### src/rtl/chan_shadow_pkg.sv
package chan_shadow_pkg;

  typedef enum logic [1:0] {
    ACC_NONE = 2'd0,
    ACC_LOW  = 2'd1,
    ACC_HIGH = 2'd2,
    ACC_MISS = 2'd3
  } acc_kind_e;

endpackage

### src/rtl/rw_addr_decode.sv
module rw_addr_decode
  import chan_shadow_pkg::*;
#(
  parameter int                 ADDR_W    = 8,
  parameter int                 CHANNELS  = 4,
  parameter logic [ADDR_W-1:0]  BASE_ADDR = 8'h10,
  localparam int                IDX_W     = (CHANNELS > 1) ? $clog2(CHANNELS) : 1
) (
  input  logic              rd_en,
  input  logic              rd_we,
  input  logic [ADDR_W-1:0] rd_addr,
  output acc_kind_e         kind_o,
  output logic [IDX_W-1:0]  idx_o
);

  localparam logic [ADDR_W-1:0] SPAN = ADDR_W'(2 * CHANNELS);

  logic [ADDR_W-1:0] offset;
  logic              in_window;

  always_comb begin
    offset    = rd_addr - BASE_ADDR;
    in_window = (rd_addr >= BASE_ADDR) && (offset < SPAN);
    idx_o     = offset[IDX_W:1];
    if (!rd_en || rd_we) begin
      kind_o = ACC_NONE;
    end else if (!in_window) begin
      kind_o = ACC_MISS;
    end else if (offset[0]) begin
      kind_o = ACC_HIGH;
    end else begin
      kind_o = ACC_LOW;
    end
  end

endmodule

### src/rtl/rw_channel_slot.sv
module rw_channel_slot #(
  parameter int  BYTE_W = 8,
  localparam int DATA_W = 2 * BYTE_W
) (
  input  logic              clk,
  input  logic              rst_n,
  input  logic              load_i,
  input  logic [DATA_W-1:0] res_i,
  input  logic              cap_i,
  output logic [DATA_W-1:0] live_o,
  output logic [BYTE_W-1:0] shadow_o
);

  logic [DATA_W-1:0] live_q, live_d;
  logic [BYTE_W-1:0] shadow_q, shadow_d;

  // Next-state: the shadow samples the live value as it stands before this edge
  always_comb begin
    live_d   = live_q;
    shadow_d = shadow_q;
    if (load_i) live_d   = res_i;
    if (cap_i)  shadow_d = live_q[DATA_W-1:BYTE_W];
  end

  always_ff @(posedge clk or negedge rst_n) begin
    if (!rst_n) begin
      live_q   <= '0;
      shadow_q <= '0;
    end else begin
      if (load_i) live_q   <= live_d;
      if (cap_i)  shadow_q <= shadow_d;
    end
  end

  assign live_o   = live_q;
  assign shadow_o = shadow_q;

endmodule

### src/rtl/chan_shadow_window.sv
module chan_shadow_window
  import chan_shadow_pkg::*;
#(
  parameter int                CHANNELS  = 4,
  parameter int                BYTE_W    = 8,
  parameter int                ADDR_W    = 8,
  parameter logic [ADDR_W-1:0] BASE_ADDR = 8'h10
) (
  input  logic                         clk,
  input  logic                         rst_n,
  input  logic                         res_valid,
  input  logic [CHANNELS*2*BYTE_W-1:0] res_data,
  input  logic                         rd_en,
  input  logic                         rd_we,
  input  logic [ADDR_W-1:0]            rd_addr,
  output logic                         rd_valid,
  output logic [BYTE_W-1:0]            rd_data
);

  localparam int DATA_W = 2 * BYTE_W;
  localparam int IDX_W  = (CHANNELS > 1) ? $clog2(CHANNELS) : 1;

  acc_kind_e                  kind;
  logic [IDX_W-1:0]           idx;
  logic [CHANNELS-1:0]        cap_vec;
  logic [DATA_W-1:0]          live_arr   [CHANNELS];
  logic [BYTE_W-1:0]          shadow_arr [CHANNELS];
  logic [CHANNELS*DATA_W-1:0] live_flat;

  logic              rd_valid_q, rd_valid_d;
  logic [BYTE_W-1:0] rd_data_q, rd_data_d;

  rw_addr_decode #(
    .ADDR_W   (ADDR_W),
    .CHANNELS (CHANNELS),
    .BASE_ADDR(BASE_ADDR)
  ) u_dec (
    .rd_en  (rd_en),
    .rd_we  (rd_we),
    .rd_addr(rd_addr),
    .kind_o (kind),
    .idx_o  (idx)
  );

  for (genvar k = 0; k < CHANNELS; k++) begin : g_slot
    assign cap_vec[k] = (kind == ACC_LOW) && (idx == IDX_W'(k));

    rw_channel_slot #(.BYTE_W(BYTE_W)) u_slot (
      .clk     (clk),
      .rst_n   (rst_n),
      .load_i  (res_valid),
      .res_i   (res_data[k*DATA_W +: DATA_W]),
      .cap_i   (cap_vec[k]),
      .live_o  (live_arr[k]),
      .shadow_o(shadow_arr[k])
    );

    assign live_flat[k*DATA_W +: DATA_W] = live_arr[k];
  end

  // Response selection: low byte from live, high byte from shadow
  always_comb begin
    rd_valid_d = (kind != ACC_NONE);
    case (kind)
      ACC_LOW:  rd_data_d = live_arr[idx][BYTE_W-1:0];
      ACC_HIGH: rd_data_d = shadow_arr[idx];
      default:  rd_data_d = '0;
    endcase
  end

  always_ff @(posedge clk or negedge rst_n) begin
    if (!rst_n) begin
      rd_valid_q <= 1'b0;
      rd_data_q  <= '0;
    end else begin
      rd_valid_q <= rd_valid_d;
      rd_data_q  <= rd_data_d;
    end
  end

  assign rd_valid = rd_valid_q;
  assign rd_data  = rd_data_q;

endmodule

### config.mk
export PLATFORM = sky130hd
export DESIGN_NAME = chan_shadow_window
export DESIGN_NICKNAME = d
export VERILOG_FILES = /design/src/rtl/chan_shadow_pkg.sv /design/src/rtl/rw_addr_decode.sv /design/src/rtl/rw_channel_slot.sv /design/src/rtl/chan_shadow_window.sv
export SDC_FILE = /design/constraint.sdc
export NUM_CORES = 1
export LEC_CHECK = 0
export BUFFER_PORTS_ARGS = -buffer_cell sky130_fd_sc_hd__buf_2
export CAP_MARGIN = 15
export CORE_ASPECT_RATIO = 1.4
export CORE_MARGIN = 8
export CORE_UTILIZATION = 56
export DETAILED_ROUTE_END_ITERATION = 8
export GPL_ROUTABILITY_DRIVEN = 1
export HOLD_SLACK_MARGIN = 0.06
export PLACE_DENSITY_LB_ADDON = 0.3
export SLEW_MARGIN = 20
export SYNTH_ARGS = -nofsm -noshare
export SYNTH_HDL_FRONTEND = slang
export SYNTH_SLANG_ARGS = --single-unit
### constraint.sdc
create_clock -name clk -period 2.1 [get_ports clk]
set_input_delay 0.21 -clock clk [delete_from_list [all_inputs] [get_ports clk]]
set_output_delay 0.21 -clock clk [all_outputs]
set_load 0.03 [all_outputs]
==> qor.txt, run 1 <==
Status = finished clean
Area Growth Syn to Fin = 21.2%
Most frequent cells in the layout = dfrtp_1, mux2_2, buf_2
IO Pins = 86
Placed Instances = 440
CTS buffer count = 9
Vias per Instance = 5.42
Max-slew violation count = 0
Die Ht = 121 µm
Final core utilization = 69.2%
GP Congestion = 0.777
Worst slack, placed = -0.105 ns
Row count = 38
Total iterations of the first detailed-routing run = 4
Register Area = 2630 µm²
Max-slew headroom = 62.5%
CTS max path bufs = 2
Sequential area share after synthesis = 59.8%
Fmax = 544 MHz
Ant diodes = 0
Fin crit share = 87.6%
Max H-tree Level = 3
Vias in the first global route = 2779
Share of layout cells above drive strength 1 = 62.3%
Most common cell after layout, fill and taps aside = dfrtp_1
First-pass GRT wire length = 14200 µm
Worst vdd ir = 0.000521 V
Multi-input logic area = 1740 µm²
Width of the die = 90.9 µm
Initial antenna violation count = 0
Tmin final = 1.84 ns
Fillers = 568
Hpwl dp = 6250 µm
Clock sinks = 105
MaxCap Viol Count = 0
RSZ-0062 raised after global routing = no
Core area = 7700 µm²
Mapped Nets = 340
Congestion Overflow GR = 0
Distinct cell type count after synthesis = 22
Slowest stage delay, CP = 0.55 ns
DRC = 0
Final instance area = 5330 µm²
Ys Warns = 0
Post-DP Area = 5060 µm²
Clock root cell = clkbuf_8
CP max FO = 8
Nets = 439
Pleak = 2.43 nW
Wire per inst = 18.6 µm
Mapped Area = 4400 µm²
Initial core utilization = 57.1%
Total die area = 11000 µm²
Drt total wl = 8550 µm
Synth Register Bits = 105
Synth Instances = 259
CP Capture Type = flip-flop
Main combinational cell family by area after synthesis = multiplexers
Worst-Skew Late Latency = 0.35 ns
Worst Setup Start Kind = input port
Synth Area in Adders = 1.14%
Final ANT Viol Nets = 0
Setup Fix Bufs, Post-CTS = 0
Initial DRC Count = 86
Hold Path Class = input port to flip-flop
Compound-gate portion of the synthesized area = 2.25%
Critical-path cell list = buf_2 > or4b_4 > o31ai_4 > ha_2 > nor3b_4 > buf_12 > mux2_4
Worst path arrival time = 2.08 ns
Post-Synth Simple-Gate Area = 2.16%
Cell area power density = 848 nW/µm²
Multiplexer share of the synthesized area = 32.8%
Worst-Margin Slew = 0.563 ns
Final hold slack = 0.0796 ns
WS Path Type = input port to flip-flop
Largest net degree at the start of global routing = 65
Worst Skew = 0.00975 ns
Post-Syn Area per Cell = 17.0 µm²
Total number of vias = 2500
TritonCTS clock tree = yes
Xor/xnor share of the synthesized area = 0%
Worst path slowest cell = or4b_4
Final setup fails = 0
Port bufs = 85
GRT Overall Usage = 16.6%
Final Worst Setup Slack = 0.261 ns
Worst-path clk slew = 0.09 ns
CP Data Required Time = 2.34 ns
Non-Filler Instances = 461
Final Hold Viols = 0
## final cells by class
cell class              instances  share of cell area, %
flip-flops and latches        105                   49.3
multi-input cells             138                   32.6
repair buffers                101                   11.8
clock buffers                  11                   2.47
well taps                     100                   2.35
clock inverters                 3                   1.27
inverters                       3                  0.211
## final timing paths
kind,slack (ns),cells past startpoint,to,from
max in group asynchronous,1.04,3,g_slot[2].u_slot.live_o[8]$_DFFE_PN0P_,rst_n
hold / removal,0.08,2,g_slot[2].u_slot.live_o[9]$_DFFE_PN0P_,res_data[41]
setup reg to reg,0.85,2,rd_data[7]$_DFF_PN0_,g_slot[3].u_slot.live_o[7]$_DFFE_PN0P_
setup / recovery,0.26,7,g_slot[0].u_slot.shadow_o[1]$_DFFE_PN0P_,rd_addr[7]
hold reg to reg,0.51,1,g_slot[3].u_slot.live_o[11]$_DFFE_PN0P_,g_slot[3].u_slot.live_o[11]$_DFFE_PN0P_
min in group asynchronous,0.36,2,rd_valid$_DFF_PN0_,rst_n
## metal layers
metal	vias to the layer above	track usage, %	share of wire (%)
met5	-	0	0
met4	0	6.17	1.3
met3	10	3.91	4.3
met2	58	28.2	52
met1	1275	20.1	42
li1	1157	-	-
## per-stage QoR
| step | TNS [ns] | power [mW] |
|---|---|---|
| 2_1_floorplan | -0.846 | 2.99 |
| 3_3_place_gp | -3.00 | 3.24 |
| 3_5_place_dp | -2.94 | 3.29 |
| 4_1_cts | 0 | 4.58 |
| 5_1_grt | 0 | 4.73 |
| 6_report | 0 | 4.52 |
## critical path, delay by kind of cell
kind / cells / cell delay [ns]
and+or+nand+nor: 2 / 0.79
adders and majority gates: 1 / 0.26
AOI/OAI and AO/OA: 1 / 0.25
muxes: 1 / 0.30
buffers and inverters: 2 / 0.28
## registers in the layout, indices dropped and copies added (netlist names)
signal,cells
rd_valid,1
g_slot.u_slot.live_o,64
g_slot.u_slot.shadow_o,32
rd_data,8
## cell families (layout without fill, tap and decap cells)
| kind of cell | after synthesis | after routing |
|---|---|---|
| flops | 105 | 105 |
| compound gates | 12 | 12 |
| simple gates | 10 | 10 |
| buf+inv | 16 | 118 |
| fa+ha+maj | 4 | 4 |
| mux | 112 | 112 |
## cell usage after synthesis (all sizes together)
| master | instances | area, µm² |
|---|---|---|
| mux2 | 96 | 1080 |
| dfrtp | 105 | 2630 |
| a22o | 7 | 61.3 |
| nor3b | 1 | 18.8 |
| mux4 | 16 | 360 |
| o31ai | 2 | 15.0 |
| a31oi | 2 | 12.5 |
| nand3 | 1 | 10.0 |
| ha | 4 | 50.1 |
| nor2b | 1 | 6.26 |
| buf | 12 | 67.6 |
| inv | 3 | 11.3 |
| clkbuf | 1 | 3.75 |
| or4b | 1 | 10.0 |
| and2 | 2 | 12.5 |
| nand3b | 2 | 22.5 |
| a32o | 1 | 10.0 |
| nand2b | 1 | 6.26 |
| nor4b | 1 | 8.76 |
## report_power, final
group | leakage [nW] | internal [mW] | total [mW] | switching (mW)
registers | 1.26 | 2.33 | 2.50 | 0.169
clock network | 0.0955 | 0.660 | 1.27 | 0.615
logic | 1.07 | 0.476 | 0.743 | 0.267
## timing repair
| item | 4_1_cts | 5_1_grt |
|---|---|---|
| hold endpoints to repair | 42 | 0 |
| resized for setup | 0 | 0 |
| setup endpoints to repair | 0 | 0 |
| hold buffers | 7 | 0 |
Power figures use the tool's default switching activity.
==> run 2: changes to the inputs <==
REMOVE_ABC_BUFFERS = 1   (was default)
==> qor.txt, run 2 (synthesis gave the netlist of run 1 again) <==
Width of the die = 90.9 µm (unchanged)
Fin crit share = 93.6% (was 87.6%)
GRT Overall Usage = 16.1% (was 16.6%)
Most common cell after layout, fill and taps aside = dfrtp_1 (unchanged)
R2R depth = 2 (unchanged)
Worst slack, placed = -0.324 ns (was -0.105 ns)
Worst-Margin Slew = 0.680 ns (was 0.563 ns)
First-pass GRT wire length = 14000 µm (was 14200 µm)
RSZ-0062 raised after global routing = no (unchanged)
Fin Setup TNS = 0 ns (unchanged)
Worst vdd ir = 0.000480 V (was 0.000521 V)
Nets = 439 (unchanged)
Share of layout cells above drive strength 1 = 62.0% (was 62.3%)
Die Ht = 121 µm (unchanged)
GP Congestion = 0.774 (was 0.777)
Hold Path Class = input port to flip-flop (unchanged)
Row count = 38 (unchanged)
Final Worst Setup Slack = 0.134 ns (was 0.261 ns)
WS Path Type = input port to flip-flop (unchanged)
Tmin final = 1.97 ns (was 1.84 ns)
Worst Skew = 0.00799 ns (was 0.00975 ns)
Total die area = 11000 µm² (unchanged)
CP Capture Type = flip-flop (unchanged)
Ant diodes = 0 (unchanged)
Worst-Skew Late Latency = 0.36 ns (was 0.35 ns)
Final ANT Viol Nets = 0 (unchanged)
Most frequent cells in the layout = dfrtp_1, mux2_2, buf_2 (unchanged)
Max-slew headroom = 54.7% (was 62.5%)
Congestion Overflow GR = 0 (unchanged)
Final core utilization = 68.3% (was 69.2%)
Final Hold Viols = 0 (unchanged)
Final instance area = 5260 µm² (was 5330 µm²)
TritonCTS clock tree = yes (unchanged)
Cell area power density = 838 nW/µm² (was 848 nW/µm²)
Clock root cell = clkbuf_8 (unchanged)
Initial core utilization = 57.1% (unchanged)
Non-Filler Instances = 463 (was 461)
Area Growth Syn to Fin = 19.6% (was 21.2%)
Max H-tree Level = 3 (unchanged)
Clock sinks = 105 (unchanged)
Status = finished clean (unchanged)
Largest net degree at the start of global routing = 83 (was 65)
Port bufs = 85 (unchanged)
Total number of vias = 2505 (was 2500)
Setup Fix Bufs, Post-CTS = 0 (unchanged)
CTS max path bufs = 2 (unchanged)
Initial antenna violation count = 0 (unchanged)
Worst-path clk slew = 0.09 ns (about the same)
Worst Setup Start Kind = input port (unchanged)
Vias per Instance = 5.41 (was 5.42)
IO Pins = 86 (unchanged)
Total iterations of the first detailed-routing run = 4 (unchanged)
Max reg flops = 64 (unchanged)
CP max FO = 8 (unchanged)
CP Data Required Time = 2.34 ns (about the same)
Placed Instances = 438 (was 440)
Hpwl dp = 6000 µm (was 6250 µm)
Pleak = 2.39 nW (was 2.43 nW)
Initial DRC Count = 76 (was 86)
CTS buffer count = 9 (unchanged)
Vias in the first global route = 2819 (was 2779)
Final setup fails = 0 (unchanged)
Hold Crit Depth = 2 (unchanged)
Core area = 7700 µm² (unchanged)
Drt total wl = 8270 µm (was 8550 µm)
Worst path arrival time = 2.21 ns (was 2.08 ns)
Wire per inst = 17.9 µm (was 18.6 µm)
Post-DP Area = 4970 µm² (was 5060 µm²)
Fmax = 509 MHz (was 544 MHz)
MaxCap Viol Count = 0 (unchanged)
Max-slew violation count = 0 (unchanged)
DRC = 0 (unchanged)
run 2: cell count changes in the layout (fill, tap and decap cells not counted), moves of 2 or more:
| cell | delta |
|---|---|
| buf_12 | -2 |
| mux2_4 | -8 |
| clkinv_2 | +2 |
| mux2_2 | +8 |
| dlygate4sd3_1 | +2 |
run 2: repair_timing:
action                                  4_1_cts  5_1_grt
endpoints found under the setup margin        0       32
gates resized for setup                       0        1
endpoints found under the hold margin        31        0
hold buffers                                  9        0
run 2: power by group:
part	internal (mW)	switching, mW
Sequential	2.33	0.159
Clock	0.580	0.638
Combinational	0.445	0.257
run 2: cell type report:
type	count	area, µm²
clock buffer	11	141
multi-input combinational	138	1690
fill	576	2440
tap	100	125
clock inverter	5	55.1
inverter	3	11.3
sequential	105	2630
timing repair buffer	101	608
run 2: per-stage QoR:
| step | total power [mW] | hold WS [ns] |
|---|---|---|
| floorplan | 2.92 | -0.0856 |
| global placement | 3.18 | 0.128 |
| detailed placement | 3.23 | 0.137 |
| CTS | 4.46 | 0.0601 |
| global route | 4.62 | 0.0621 |
| finish | 4.41 | 0.0771 |
run 2: worst max-delay path, cell delays in order:
cell,delay [ns]
buf_2,0.10
or4b_2,0.69
o31ai_2,0.24
ha_1,0.22
buf_4,0.15
nand3_2,0.22
mux2_2,0.37
run 2: path summary, 6_finish.rpt:
check                                                        from                                  endpoint  slack, ns
setup / recovery                                       rd_addr[7]  g_slot[3].u_slot.shadow_o[0]$_DFFE_PN0P_       0.13
hold / removal                                       res_data[23]    g_slot[1].u_slot.live_o[7]$_DFFE_PN0P_       0.08
setup reg to reg           g_slot[3].u_slot.live_o[7]$_DFFE_PN0P_                      rd_data[7]$_DFF_PN0_       0.86
hold reg to reg            g_slot[2].u_slot.live_o[9]$_DFFE_PN0P_  g_slot[2].u_slot.shadow_o[1]$_DFFE_PN0P_       0.50
max in group asynchronous                                   rst_n   g_slot[1].u_slot.live_o[14]$_DFFE_PN0P_       1.09
min in group asynchronous                                   rst_n    g_slot[3].u_slot.live_o[4]$_DFFE_PN0P_       0.29
run 2: routing by layer:
| metal | wire [µm] | global-route usage (%) |
|---|---|---|
| met1 | 3460 | 19.3 |
| met2 | 4190 | 26.7 |
| met3 | 445 | 4.09 |
| met4 | 172 | 8.02 |
| met5 | 0 | 0 |
==> run 3: changes to the inputs <==
PLACE_DENSITY_LB_ADDON = 0.2   (was 0.3)
==> qor.txt, run 3 (synthesis gave the netlist of run 1 again) <==
Hold Path Class = input port to flip-flop (unchanged)
Final Worst Setup Slack = 0.102 ns (was 0.134 ns)
Max-slew violation count = 0 (unchanged)
DRC = 0 (unchanged)
Die Ht = 121 µm (unchanged)
TritonCTS clock tree = yes (unchanged)
Nets = 492 (was 439)
GRT Overall Usage = 17.2% (was 16.1%)
Worst path arrival time = 2.26 ns (was 2.21 ns)
Congestion Overflow GR = 0 (unchanged)
Initial DRC Count = 74 (was 76)
CTS max path bufs = 2 (unchanged)
CP max FO = 4 (was 8)
Worst-Margin Slew = 0.530 ns (was 0.680 ns)
Final setup fails = 0 (unchanged)
Worst Setup Start Kind = input port (unchanged)
Row count = 38 (unchanged)
Worst Skew = 0.00685 ns (was 0.00799 ns)
Fin crit share = 95.1% (was 93.6%)
Area Growth Syn to Fin = 31.7% (was 19.6%)
Tmin final = 2.00 ns (was 1.97 ns)
Hpwl dp = 6100 µm (was 6000 µm)
Final ANT Viol Nets = 0 (unchanged)
Initial core utilization = 57.1% (unchanged)
CTS buffer count = 9 (unchanged)
Clock sinks = 105 (unchanged)
Width of the die = 90.9 µm (unchanged)
Max reg flops = 64 (unchanged)
Wire per inst = 17.1 µm (was 17.9 µm)
Final instance area = 5790 µm² (was 5260 µm²)
Worst slack, placed = -0.392 ns (was -0.324 ns)
Register Area = 2630 µm² (unchanged)
First-pass GRT wire length = 14900 µm (was 14000 µm)
Total iterations of the first detailed-routing run = 4 (unchanged)
Multi-input logic area = 1690 µm² (about the same)
Fmax = 500 MHz (was 509 MHz)
Worst-path clk slew = 0.09 ns (about the same)
CP Capture Type = flip-flop (unchanged)
GP Congestion = 0.761 (was 0.774)
Initial antenna violation count = 0 (unchanged)
Total number of vias = 2726 (was 2505)
Worst vdd ir = 0.000724 V (was 0.000480 V)
Most frequent cells in the layout = dfrtp_1, mux2_2, buf_2 (unchanged)
CP Data Required Time = 2.36 ns (was 2.34 ns)
Vias in the first global route = 3111 (was 2819)
Max-slew headroom = 64.7% (was 54.7%)
Status = finished clean (unchanged)
Core area = 7700 µm² (unchanged)
Port bufs = 85 (unchanged)
Vias per Instance = 5.28 (was 5.41)
WS Path Type = input port to flip-flop (unchanged)
Fillers = 512 (was 576)
Share of layout cells above drive strength 1 = 55.8% (was 62.0%)
Setup Fix Bufs, Post-CTS = 0 (unchanged)
Total die area = 11000 µm² (unchanged)
Clock root cell = clkbuf_8 (unchanged)
Pleak = 2.62 nW (was 2.39 nW)
Max H-tree Level = 3 (unchanged)
Largest net degree at the start of global routing = 65 (was 83)
Final Hold Viols = 0 (unchanged)
Fin Setup TNS = 0 ns (unchanged)
Worst-Skew Late Latency = 0.37 ns (was 0.36 ns)
MaxCap Viol Count = 0 (unchanged)
Post-DP Area = 5000 µm² (was 4970 µm²)
Ant diodes = 0 (unchanged)
RSZ-0062 raised after global routing = no (unchanged)
Most common cell after layout, fill and taps aside = dfrtp_1 (unchanged)
IO Pins = 86 (unchanged)
Final hold slack = 0.0715 ns (was 0.0771 ns)
Drt total wl = 8810 µm (was 8270 µm)
Cell area power density = 783 nW/µm² (was 838 nW/µm²)
## run 3: through the flow
stage,utilization [%],std cells,total power [mW]
after global placement,65.0,443,3.20
after CTS,74.9,515,4.59
after floorplan,-,246,2.92
after global routing,75.1,516,4.76
final,75.1,516,4.53
after detailed placement,65.0,443,3.24
## run 3: final cells by class
| type | instances | area share, % |
|---|---|---|
| repair buffers | 154 | 19.5 |
| inverters | 3 | 0.195 |
| well taps | 100 | 2.16 |
| clock inverters | 7 | 1.41 |
| flip-flops and latches | 105 | 45.4 |
| clock buffers | 9 | 2.14 |
| multi-input cells | 138 | 29.2 |
## run 3: timing repair
item,4_1_cts,5_1_grt
endpoints found under the setup margin,0,24
resized for setup,0,2
hold endpoints to repair,85,1
hold buffers,56,1
## run 3: path summary, 6_finish.rpt
kind,start,end,slack [ns],cells past startpoint
setup / recovery,rd_addr[7],g_slot[0].u_slot.shadow_o[6]$_DFFE_PN0P_,0.10,7
hold / removal,res_data[48],g_slot[3].u_slot.live_o[0]$_DFFE_PN0P_,0.07,2
setup reg to reg,g_slot[3].u_slot.shadow_o[5]$_DFFE_PN0P_,rd_data[5]$_DFF_PN0_,0.85,2
hold reg to reg,g_slot[2].u_slot.live_o[13]$_DFFE_PN0P_,g_slot[2].u_slot.shadow_o[5]$_DFFE_PN0P_,0.51,1
max in group asynchronous,rst_n,g_slot[1].u_slot.shadow_o[4]$_DFFE_PN0P_,1.15,3
min in group asynchronous,rst_n,g_slot[0].u_slot.live_o[7]$_DFFE_PN0P_,0.30,2
## run 3: where the power goes
group	total, mW	switching (mW)	leakage (nW)	internal [mW]
registers	2.49	0.157	1.26	2.33
logic	0.787	0.277	1.26	0.510
clock network	1.26	0.697	0.0996	0.561
total	4.53	1.13	2.62	3.40
## run 3: worst max-delay path, cell delays in order
cell and delay [ns]:
buf_2 0.11, or4b_2 0.70, o31ai_2 0.26, ha_2 0.29
nor3b_4 0.20, buf_4 0.16, mux2_2 0.33
## run 3: routing by layer
| metal | GRT usage, % | part of all wire [%] | wire length (µm) |
|---|---|---|---|
| met3 | 5.02 | 4.7 | 417 |
| met2 | 29.0 | 51 | 4460 |
| met1 | 20.0 | 43 | 3760 |
| met5 | 0 | 0 | 0 |
| met4 | 7.71 | 1.9 | 167 |
